## src/rtl/adc_rd_pkg.sv

```systemverilog
package adc_rd_pkg;
    typedef enum logic [2:0] {
        ST_ACQ   = 3'd0,
        ST_CONV  = 3'd1,
        ST_HOLD  = 3'd2,
        ST_SHIFT = 3'd3,
        ST_REL   = 3'd4
    } rd_state_e;
endpackage

```

## src/rtl/edge_sync.sv

```systemverilog
module edge_sync #(
    parameter int STAGES = 2
) (
    input  logic clk,
    input  logic rst_n,
    input  logic async_in,
    output logic level,
    output logic rise,
    output logic fall
);
    logic [STAGES:0] pipe;

    always_ff @(posedge clk or negedge rst_n) begin
        if (!rst_n) pipe <= '0;
        else        pipe <= {pipe[STAGES-1:0], async_in};
    end

    assign level = pipe[STAGES-1];
    assign rise  = pipe[STAGES-1] & ~pipe[STAGES];
    assign fall  = ~pipe[STAGES-1] & pipe[STAGES];


    sync_delay_chk: assert property (@(posedge clk) disable iff (!rst_n)
        rise |-> $past(pipe[0]));
endmodule

```

## src/rtl/conv_timer.sv

```systemverilog
module conv_timer #(
    parameter int CONV_CYC = 40
) (
    input  logic clk,
    input  logic rst_n,
    input  logic start,
    output logic busy,
    output logic done
);
    localparam int CNT_W = (CONV_CYC > 2) ? $clog2(CONV_CYC) : 1;
    localparam logic [CNT_W-1:0] LAST = CNT_W'(CONV_CYC - 1);

    logic [CNT_W-1:0] cnt;

    always_ff @(posedge clk or negedge rst_n) begin
        if (!rst_n) begin
            cnt  <= '0;
            busy <= 1'b0;
        end else if (start && !busy) begin
            cnt  <= '0;
            busy <= 1'b1;
        end else if (busy) begin
            if (cnt == LAST) busy <= 1'b0;
            else             cnt  <= cnt + 1'b1;
        end
    end

    assign done = busy && (cnt == LAST);


    cnt_range_chk: assert property (@(posedge clk) disable iff (!rst_n)
        busy |-> (cnt <= LAST));

    no_restart_chk: assert property (@(posedge clk) disable iff (!rst_n)
        (busy && !done) |=> (busy && cnt == $past(cnt) + 1'b1));
endmodule

```

## src/rtl/bit_shifter.sv

```systemverilog
module bit_shifter #(
    parameter int WIDTH = 18
) (
    input  logic             clk,
    input  logic             rst_n,
    input  logic             load,
    input  logic [WIDTH-1:0] load_word,
    input  logic             step,
    output logic             bit_out,
    output logic             last
);
    localparam int IDX_W = $clog2(WIDTH);
    localparam logic [IDX_W-1:0] TOP = IDX_W'(WIDTH - 1);

    logic [WIDTH-1:0] word;
    logic [IDX_W-1:0] idx;

    always_ff @(posedge clk or negedge rst_n) begin
        if (!rst_n) begin
            word <= '0;
            idx  <= TOP;
        end else if (load) begin
            word <= load_word;
            idx  <= TOP;
        end else if (step && idx != '0) begin
            idx  <= idx - 1'b1;
        end
    end

    assign bit_out = word[idx];
    assign last    = (idx == '0);


    idx_move_chk: assert property (@(posedge clk) disable iff (!rst_n)
        (!load && !step) |=> $stable(idx));
endmodule

```

## src/rtl/adc_readout_emu.sv

```systemverilog
module adc_readout_emu
    import adc_rd_pkg::*;
#(
    parameter int DATA_W   = 18,
    parameter int CONV_CYC = 40,
    parameter int SYNC_N   = 2
) (
    input  logic              clk,
    input  logic              rst_n,
    input  logic              cnv_in,
    input  logic              sck_in,
    input  logic [DATA_W-1:0] sample_in,
    output logic              sdo,
    output logic              sdo_oe
);
    rd_state_e state, state_nx;

    logic cnv_lvl, cnv_rise, cnv_fall;
    logic sck_lvl, sck_rise, sck_fall;
    logic tmr_start, tmr_busy, tmr_done;
    logic sh_bit, sh_last;

    edge_sync #(.STAGES(SYNC_N)) u_cnv_sync (
        .clk(clk), .rst_n(rst_n), .async_in(cnv_in),
        .level(cnv_lvl), .rise(cnv_rise), .fall(cnv_fall)
    );

    edge_sync #(.STAGES(SYNC_N)) u_sck_sync (
        .clk(clk), .rst_n(rst_n), .async_in(sck_in),
        .level(sck_lvl), .rise(sck_rise), .fall(sck_fall)
    );

    assign tmr_start = cnv_rise && (state != ST_CONV);

    conv_timer #(.CONV_CYC(CONV_CYC)) u_timer (
        .clk(clk), .rst_n(rst_n), .start(tmr_start),
        .busy(tmr_busy), .done(tmr_done)
    );

    bit_shifter #(.WIDTH(DATA_W)) u_shift (
        .clk(clk), .rst_n(rst_n),
        .load(tmr_done), .load_word(sample_in),
        .step(sck_fall && state == ST_SHIFT),
        .bit_out(sh_bit), .last(sh_last)
    );

    // next-state logic
    always_comb begin
        state_nx = state;
        unique case (state)
            ST_ACQ:   if (cnv_rise) state_nx = ST_CONV;
            ST_CONV:  if (tmr_done) state_nx = cnv_lvl ? ST_HOLD : ST_SHIFT;
            ST_HOLD: begin
                if (cnv_rise)      state_nx = ST_CONV;
                else if (cnv_fall) state_nx = ST_SHIFT;
            end
            ST_SHIFT: begin
                if (cnv_rise)                state_nx = ST_CONV;
                else if (sck_fall && sh_last) state_nx = ST_REL;
            end
            ST_REL:   if (cnv_rise) state_nx = ST_CONV;
            default:  state_nx = ST_ACQ;
        endcase
    end

    // state register
    always_ff @(posedge clk or negedge rst_n) begin
        if (!rst_n) state <= ST_ACQ;
        else        state <= state_nx;
    end

    // outputs
    always_comb begin
        unique case (state)
            ST_SHIFT: begin sdo_oe = 1'b1; sdo = sh_bit; end
            default:  begin sdo_oe = 1'b0; sdo = 1'b0;   end
        endcase
    end


    start_release_chk: assert property (@(posedge clk) disable iff (!rst_n)
        cnv_rise |=> !sdo_oe);

    conv_timer_align_chk: assert property (@(posedge clk) disable iff (!rst_n)
        (state == ST_CONV) |-> tmr_busy);

    enable_cause_chk: assert property (@(posedge clk) disable iff (!rst_n)
        $rose(sdo_oe) |-> ($past(tmr_done) || $past(cnv_fall)));

    data_hold_chk: assert property (@(posedge clk) disable iff (!rst_n)
        (sdo_oe && $past(sdo_oe) && !$past(sck_fall)) |-> $stable(sdo));

    last_release_chk: assert property (@(posedge clk) disable iff (!rst_n)
        (sdo_oe && sck_fall && sh_last) |=> !sdo_oe);

    idle_quiet_chk: assert property (@(posedge clk) disable iff (!rst_n)
        !sdo_oe |-> !sdo);
endmodule

```

## config.mk

```make
export PLATFORM = sky130hd
export DESIGN_NAME = adc_readout_emu
export DESIGN_NICKNAME = d
export VERILOG_FILES = /design/src/rtl/adc_rd_pkg.sv /design/src/rtl/edge_sync.sv /design/src/rtl/conv_timer.sv /design/src/rtl/bit_shifter.sv /design/src/rtl/adc_readout_emu.sv
export SDC_FILE = /design/constraint.sdc
export NUM_CORES = 1
export LEC_CHECK = 0
export ABC_AREA = 1
export BUFFER_PORTS_ARGS = -buffer_cell sky130_fd_sc_hd__buf_2
export CORE_ASPECT_RATIO = 1.2
export CORE_UTILIZATION = 57
export DETAILED_ROUTE_END_ITERATION = 8
export GPL_ROUTABILITY_DRIVEN = 0
export PLACE_DENSITY_LB_ADDON = 0.12
export SLEW_MARGIN = 20
export SYNTH_ARGS = -nofsm -noshare
export SYNTH_HDL_FRONTEND = slang
export SYNTH_SLANG_ARGS = --single-unit
```

## constraint.sdc

```tcl
create_clock -name clk -period 2.2 [get_ports clk]
set_clock_uncertainty 0.05 [all_clocks]
set_input_delay 0 -clock clk [delete_from_list [all_inputs] [get_ports clk]]
set_output_delay 0 -clock clk [all_outputs]
set_load 0.03 [all_outputs]
```

Yosys cells after proc, flatten, opt, wreduce, memory -nomap -nowiden
Cells that the tools add are included.
{"block": "op_classes", "n_lt_le_gt_ge": 1, "n_bitwise": 6, "eq_ne": 11, "reduce_logical": 15, "add_sub_neg": 2, "mux": 20}
{"op": "$mux W3", "count": 6}
{"op": "$mux W6", "count": 3}
{"op": "$pmux W3 S4", "count": 1}
{"op": "$mux W5", "count": 2}
{"op": "$mux W1", "count": 7}
{"op": "$add A6 B1 Y6 const B", "count": 1}
{"op": "$eq A3 B2 Y1 const B", "count": 2}
{"op": "$eq A6 B6 Y1 const B", "count": 1}
{"op": "$logic_and A1 B1 Y1", "count": 6}
{"op": "$lt A5 B6 Y1 const B", "count": 1}
{"op": "$bmux W1 S5", "count": 1}
{"op": "$logic_not A5 Y1", "count": 1}
{"op": "$reduce_bool A5 Y1", "count": 1}
{"op": "$sub A5 B1 Y5 const B", "count": 1}
{"op": "$ne A2 B1 Y1 const B", "count": 2}
{"op": "$reduce_and A4 Y1", "count": 1}
{"op": "$reduce_bool A2 Y1", "count": 2}
{"op": "$and A1 B1 Y1", "count": 3}
{"op": "$eq A3 B1 Y1 const B", "count": 1}
{"op": "$eq A3 B3 Y1 const B", "count": 1}
{"op": "$logic_not A3 Y1", "count": 1}
{"op": "$ne A3 B1 Y1 const B", "count": 1}
{"op": "$ne A3 B2 Y1 const B", "count": 1}
{"op": "$ne A3 B3 Y1 const B", "count": 1}
{"op": "5 further kinds", "count": 7}
{"block": "word_totals", "output_inout_bits": 2, "reg_bits": 39, "inputBits": 22, "word_cells": 62}

Longest topological paths before layout
Gate-level depths: netlist (run 1).
{"block": "depth", "word_depth": 6, "depth_mapped": 10, "ltp_nobuf": 10}

By module
Synthesis (run 1) repeated with hierarchy kept, for this count alone.
{"block": "hier_totals", "cells_unflattened": 266, "area_unflattened_um2": 2011.9}
{"mod": "bit_shifter", "cells_each": 151, "area_each_um2": 1157.4, "n_inst": 1, "seq_area_each_um2": 578.1}
{"mod": "conv_timer", "cells_each": 52, "area_each_um2": 391.6, "n_inst": 1, "seq_area_each_um2": 175.2}
{"mod": "adc_readout_emu", "cells_each": 49, "area_each_um2": 282.8, "n_inst": 1, "seq_area_each_um2": 75.1}
{"mod": "edge_sync", "cells_each": 7, "area_each_um2": 90.1, "n_inst": 2, "seq_area_each_um2": 75.1}

Worst setup path after synthesis (run 1)
Ideal clock, no wire load.
{"block": "synth_path", "path_kind": "reg-to-output", "start": "register u_shift.idx[0]", "end": "output sdo", "n_path_buf": 1, "slack_ps": 635, "stages_incl_launch_ff": 10, "required_ps": 2150, "t_arrival_ps": 1515, "cell_sequence": "dfstp_2 -> inv_1 -> buf_2 -> nand2_1 -> nand3_1 -> nand2_1 -> nand2_1 -> nand2_1 -> nand3_1 -> a21oi_1"}
{"block": "synth_between", "elab_chain_cells": 3}
{"element": "start, declared", "line": "bit_shifter.sv:16", "source": "logic [IDX_W-1:0] idx;"}
{"element": "start signal, assigned", "line": "bit_shifter.sv:26", "source": "idx <= idx - 1'b1;"}
{"element": "$bmux W1 S5", "line": "bit_shifter.sv:30", "source": "assign bit_out = word[idx];"}
{"element": "$mux W1 (not written as such)", "line": "bit_shifter.sv:30"}
{"element": "$mux W1", "line": "adc_readout_emu.sv:74", "source": "unique case (state)"}
{"element": "end, declared", "line": "adc_readout_emu.sv:13", "source": "output logic sdo,"}
No other way between the ends. The select of a mux whose other input is x is not followed.

Worst setup path in the final report (run 1)
Ends and elaborated chain as after synthesis.

==> impl_metrics.tcl, run 1 <==
set metrics [dict create \
    first_global_vias 1528 \
    fillers 238 \
    max_stage_delay_ns 0.64 \
    cts_tree "yes" \
    path_cells "inv_1, nand2_1, nand3_1, nand2_1, nor2_1, nand2_1, nand3_1, a21oi_1, buf_2" \
    netlist_area_um2 1924 \
    grt_max_degree 40 \
    drive_above_1_share_pct 19.50 \
    setup_viol 0 \
    row_count 22 \
    cp.arrival_ns 1.93 \
    cts_setup_buffers 0 \
    cp_data_required_time_ns 2.15 \
    crit_fanout 12 \
    grt_pass1_wl_mm 6.141 \
    period_needed_ns 1.983 \
    syn_to_final_growth_pct 20.94 \
    max_freq_mhz 504.4 \
    startpoint_type "flip-flop" \
    layout.cells.non_filler 318 \
    grt-ovfl-total 0 \
    htree_levels 2 \
    wl_per_cell_um 11.56 \
    dp.cells 289 \
    core-area_um2 3138 \
    worst_hold_slack_ns 0.2384 \
    dieWidth_um 55.04 \
    cts.sinks 39 \
    period_share_pct 90.12 \
    powerDensity_nw_per_um2 1194 \
    ant_nets 0 \
    tns_ns 0 \
    irDropWorstVdd_mv 0.9178 \
    critPathKind "flip-flop to output pin" \
    min_path_type "primary input to asynchronous set/reset pin" \
    relSlewSlack_pct 44.66 \
    yosys.area.top_type "dfrtp_1" \
    drc_errors 0 \
    crit_slowest_cell "dfstp_2" \
    postSynthAreaPerCell_um2 8.189 \
    die_h_um 65.65 \
    yosys_register_bits 39 \
    grt.total_usage_pct 24.12 \
    drt_pass1_iterations 4 \
    outcome "complete, no violations" \
    synthCells 235 \
    insertion_delay_ns 0.34 \
    synth_warnings 0 \
    synth.area.top_cells "dfrtp_1 (48%), nand2_1 (15%), inv_1 (4.7%)" \
    ctsRootBufferMaster "clkbuf_4" \
    numCtsBuffers 5 \
    initial_core_util_pct 61.32 \
    synth-seq-area-share_pct 50.85 \
    crit_path_end_kind "output pin" \
    synth.distinct_cells 31 \
    worst_pin_slew_ns 0.8301 \
    cts_resized 0 \
    synth_top_area_share_pct 48.11 \
    design_area_um2 2327 \
    vias_per_cell 5.044 \
    wl_mm 3.677 \
    num_vias 1604 \
    hold_violations 0 \
    port_buffers 23 \
    cap_violations 0 \
    cts_hold_buf 21 \
    rrSetupSlack_ns 0.39 \
    nets 306 \
    grt_antenna_before_repair 0 \
    clkSlewWorstSetupHoldPaths_ns 0.11 \
    n_antenna_cell 0 \
    dpl.hpwl_mm 2.417 \
    timing.final.max_slew_violations 0 \
    first_iter_violations 37 \
    dieArea_um2 3613 \
    cp_common_cell "nand2_1" \
    clockBufferDepth 2 \
    ioPinCount 24 \
    syn_nets 260 \
    rsz0062_at_grt "no" \
    placed_area_um2 2048 \
    p_leak_uw 0.001168 \
    final_util_pct 74.16 \
]
-- path summary, 6_finish.rpt --
path	cells past startpoint	start	endpoint
hold reg to reg	0	u_sck_sync.pipe[0]	u_sck_sync.pipe[1]
max in group asynchronous	2	rst_n	state[2]
setup / recovery	9	u_shift.idx[0]	sdo
min in group clk	2	sck_in	u_sck_sync.pipe[0]
setup reg to reg	9	u_shift.idx[0]	state[2]
hold / removal	2	rst_n	u_shift.word[7]
-- metrics by stage --
stage               worst slack (ns)  total power, uW
finish                        0.2173             2779
CTS                           0.2060             2805
detailed placement            0.3998             2357
global route                 0.01240             3042
global placement              0.4605             2331
floorplan                     0.6351             2102
-- registers in the layout, summed over array words and instances (netlist names) --
register	count
u_shift.idx	5
u_timer.cnt	6
state	3
u_shift.word	18
u_cnv_sync.pipe	3
u_timer.busy	1
u_sck_sync.pipe	3
-- cells in the final DEF, fill, tap and decap left out, drive strengths merged --
cell type,netlist,final
a21oi,5,5
a22oi,1,1
buf,4,23
clkbuf,1,8
clkinv,2,2
dfrtp,37,37
dfstp,2,2
dlygate4sd3,0,21
ha,3,3
inv,28,28
nand2,86,86
nand3,16,16
nand4,3,3
nor2,20,20
nor3,4,4
nor3b,1,1
o21ai,19,19
o22ai,1,1
o31ai,1,1
xor2,1,1
-- cells in the mapped netlist, drive strengths merged --
cell type  instances
buf                4
a21oi              5
a22oi              1
nor2              20
ha                 3
xor2               1
inv               28
nand3             16
dfstp              2
dfrtp             37
nor3b              1
clkinv             2
nand2             86
o31ai              1
clkbuf             1
nand4              3
nor3               4
o21ai             19
o22ai              1
-- routing by layer --
layer / global-route usage (%) / wire [um]
met2: 42.47 / 1934
met3: 6.250 / 102
met4: 10.31 / 42
met1: 26.02 / 1598
met5: 0 / 0
-- power breakdown --
group,internal (uW),leakage [uW],switching [uW]
clock network,188,0.0000386,218
registers,1010,0.000419,210
logic,438,0.000710,717
total,1630,0.00117,1140
-- critical path, delay by kind of cell, from the launching register on --
| kind | cells | cell delay, ns |
|---|---|---|
| compound gates | 1 | 0.12 |
| flops | 1 | 0.64 |
| buf+inv | 2 | 0.43 |
| simple gates | 6 | 0.41 |
-- cell families (layout without fill, tap and decap cells) --
logic type,after synthesis,after routing,synth area share (%)
simple gates,130,130,31.40
buf+inv,35,82,7.802
compound gates,27,27,7.543
flops,39,39,50.85
fa+ha+maj,3,3,1.951
xor+xnor,1,1,0.4552
-- layout make-up --
cell class	instances	area, um2	share of cell area (%)
clock buffers	8	68.82	2.957
inverters	30	113.9	4.892
multi-input cells	161	795.8	34.19
flip-flops and latches	39	978.4	42.04
well taps	36	45.04	1.935
repair buffers	44	325.3	13.98
No activity file was read; power rests on OpenSTA's default activity.
==> run 2: changes to the inputs <==
Settings changed: ABC_AREA 1 to not set, CORE_UTILIZATION 57 to 56, CTS_CLUSTER_SIZE set to 30.
==> run 2 against run 1 <==
Effect of this change: synthesized cell count decreased by 22%; critical path depth decreased by 4; first-iteration DRC count up 32%; core utilization decreased by 1.0 points; via count fell by 10%; cell count decreased by 16%; die area fell by 2.5%; clock power rose by 2%; flip-flop and latch count stayed put; fmax decreased by 6.8%; synthesized area decreased by 4.3%; highest routed layer unchanged.
==> impl_metrics.tcl, run 2 <==
set metrics [dict create \
    crit_fanout 5 \
    insertion_delay_ns 0.35 \
    max_freq_mhz 470.1 \
    cp_data_required_time_ns 2.15 \
    hold_violations 0 \
    worstSetupStartpoint "u_shift.idx[0]" \
    irDropWorstVdd_mv 0.6013 \
    ys_async_sr_fraction_pct 100.0 \
    relSlewSlack_pct 43.93 \
    die_h_um 64.82 \
    synth_commonest_cells "nand2_1 (60), dfrtp_1 (37), nor2_1 (11)" \
    num_vias 1437 \
    fillers 238 \
    mostFrequentLayoutCells "nand2_1 (60), dfrtp_1 (36), buf_2 (23)" \
    drive_above_1_share_pct 20.00 \
    period_needed_ns 2.127 \
    cts_tree "yes" \
    largest_register_ffs 18 \
    cts.sinks 39 \
    period_share_pct 96.70 \
    worst_hold_slack_ns 0.2249 \
    grt_max_degree 40 \
    min_path_type "primary input to asynchronous set/reset pin" \
    port_buffers 23 \
    rr_startpoint "u_shift.idx[0]" \
    gr-usage-met3_pct 4.930 \
    row_count 22 \
    final_util_pct 73.13 \
    busiest_layer "met2" \
    ant_nets 0 \
    numCtsBuffers 5 \
    powerDensity_nw_per_um2 872.1 \
    netlist_area_um2 1842 \
    synth.distinct_cells 39 \
    n_antenna_cell 0 \
    dieArea_um2 3523 \
    drt_pass1_iterations 4 \
    p_leak_uw 0.001021 \
    path_cells "mux4_2, mux2i_1, nor4b_1, a31o_1, buf_2" \
    synth_top_area_share_pct 50.27 \
    ctsRootBufferMaster "clkbuf_4" \
    timing.final.max_slew_violations 0 \
    largestRegisters "u_shift.word (18), u_timer.cnt (6), u_shift.idx (5)" \
    design_area_um2 2255 \
    startpoint_type "flip-flop" \
    grt_pass1_wl_mm 5.975 \
    synth-seq-area-share_pct 53.13 \
    synthCells 183 \
    crit_path_end_kind "output pin" \
    dpl.hpwl_mm 2.370 \
    syn_to_final_growth_pct 22.42 \
    ioPinCount 24 \
    setup_viol 0 \
    grt.total_usage_pct 24.33 \
    synth_warnings 0 \
    worst_pin_slew_ns 0.8411 \
    placed_area_um2 1967 \
    cp.arrival_ns 2.08 \
    outcome "complete, no violations" \
    postSynthAreaPerCell_um2 10.06 \
    wl_per_cell_um 13.70 \
    crit_slowest_cell "dfstp_2" \
    first_global_vias 1382 \
    initial_core_util_pct 59.74 \
    drc_errors 0 \
    yosys_register_bits 39 \
    synth-edff-count 0 \
    core-area_um2 3083 \
    cap_violations 0 \
    max_stage_delay_ns 0.61 \
    clockBufferDepth 2 \
    ys.flop_type "dfrtp_1" \
    htree_levels 2 \
    vias_per_cell 5.402 \
    grt-ovfl-total 0 \
    critPathKind "flip-flop to output pin" \
    nets 254 \
    path_buf_inv 1 \
    first_iter_violations 49 \
    wl_mm 3.644 \
    clkSlewWorstSetupHoldPaths_ns 0.11 \
    cpLargestDelayFamily "multiplexers" \
    grt_util_met2_pct 36.89 \
    place_ws_ns 0.4219 \
    setup_ws_ns 0.07258 \
    max_flop_register "u_shift.word" \
    yosys.area.top_type "dfrtp_1" \
    syn_nets 208 \
    synth.area.top_cells "dfrtp_1 (50%), nand2_1 (12%), dfstp_2 (2.9%)" \
    grt_use_met1_pct 32.23 \
    layout_commonest_cell "nand2_1" \
    grt_antenna_before_repair 0 \
    synth_most_common_cell "nand2_1" \
    dieWidth_um 54.35 \
]
[run 2: changes by cell type after synthesis, sizes merged, moves of 9 or more]
cell	delta
nand2	-26
inv	-22
nand3	-14
nor2	-9
o21ai	-14
[run 2: layer usage]
metal  vias to the layer above  part of all wire, %
met4                         0                  1.6
li1                        707                    -
met3                         6                  5.3
met1                       688                   46
met5                         -                    0
met2                        36                   47
[run 2: worst reg2reg max path, stage by stage (launching register included)]
cell and delay [ns]:
dfstp_2 0.42, buf_4 0.15, inv_1 0.08, ha_1 0.22, or4b_4 0.49, and3_4 0.21
xnor2_1 0.16, nand2_1 0.08
[run 2: layout make-up]
cell class	instances	area, um2	area share (%)
clock buffers	8	68.82	3.052
inverters	6	22.52	0.9989
multi-input cells	129	783.3	34.74
flip-flops and latches	39	979.7	43.45
well taps	36	45.04	1.998
repair buffers	48	355.3	15.76
[run 2: timing repair]
action	in CTS	in global routing
buffers inserted	0	2
gates resized for setup	0	3
endpoints found under the hold margin	57	0
hold buffers	21	0
setup endpoints to repair	0	1
[run 2: power breakdown]
part / total (uW) / internal (uW) / switching [uW]
registers: 1060 / 905 / 158
logic: 489 / 259 / 229
clock network: 415 / 188 / 227
total: 1970 / 1350 / 614
[run 2: path summary, 6_finish.rpt]
path,end,slack [ns],cells after the start
worst max-delay path,sdo,0.07,5
worst min-delay path,u_sck_sync.pipe[0],0.22,2
worst max register to register,u_shift.idx[0],0.28,7
worst min register to register,u_sck_sync.pipe[1],0.32,0
max in group asynchronous,u_shift.idx[2],1.30,2
min in group clk,u_sck_sync.pipe[0],0.24,2
[run 2: per-stage QoR]
stage | total power [uW] | cells | setup TNS (ns)
finish | 1966 | 266 | 0
global route | 2092 | 266 | -0.002199
CTS | 1956 | 264 | 0
detailed placement | 1509 | 235 | 0
global placement | 1479 | 235 | 0
floorplan | 1376 | 183 | 0
[run 2: kinds of logic (layout without fill, tap and decap cells)]
group | Yosys count | after routing | share of synthesized area (%)
buf+inv | 15 | 62 | 3.940
flops | 39 | 39 | 53.13
compound gates | 18 | 18 | 6.454
fa+ha+maj | 3 | 3 | 2.038
simple gates | 93 | 93 | 23.57
xor+xnor | 7 | 7 | 3.329
mux | 8 | 8 | 7.541
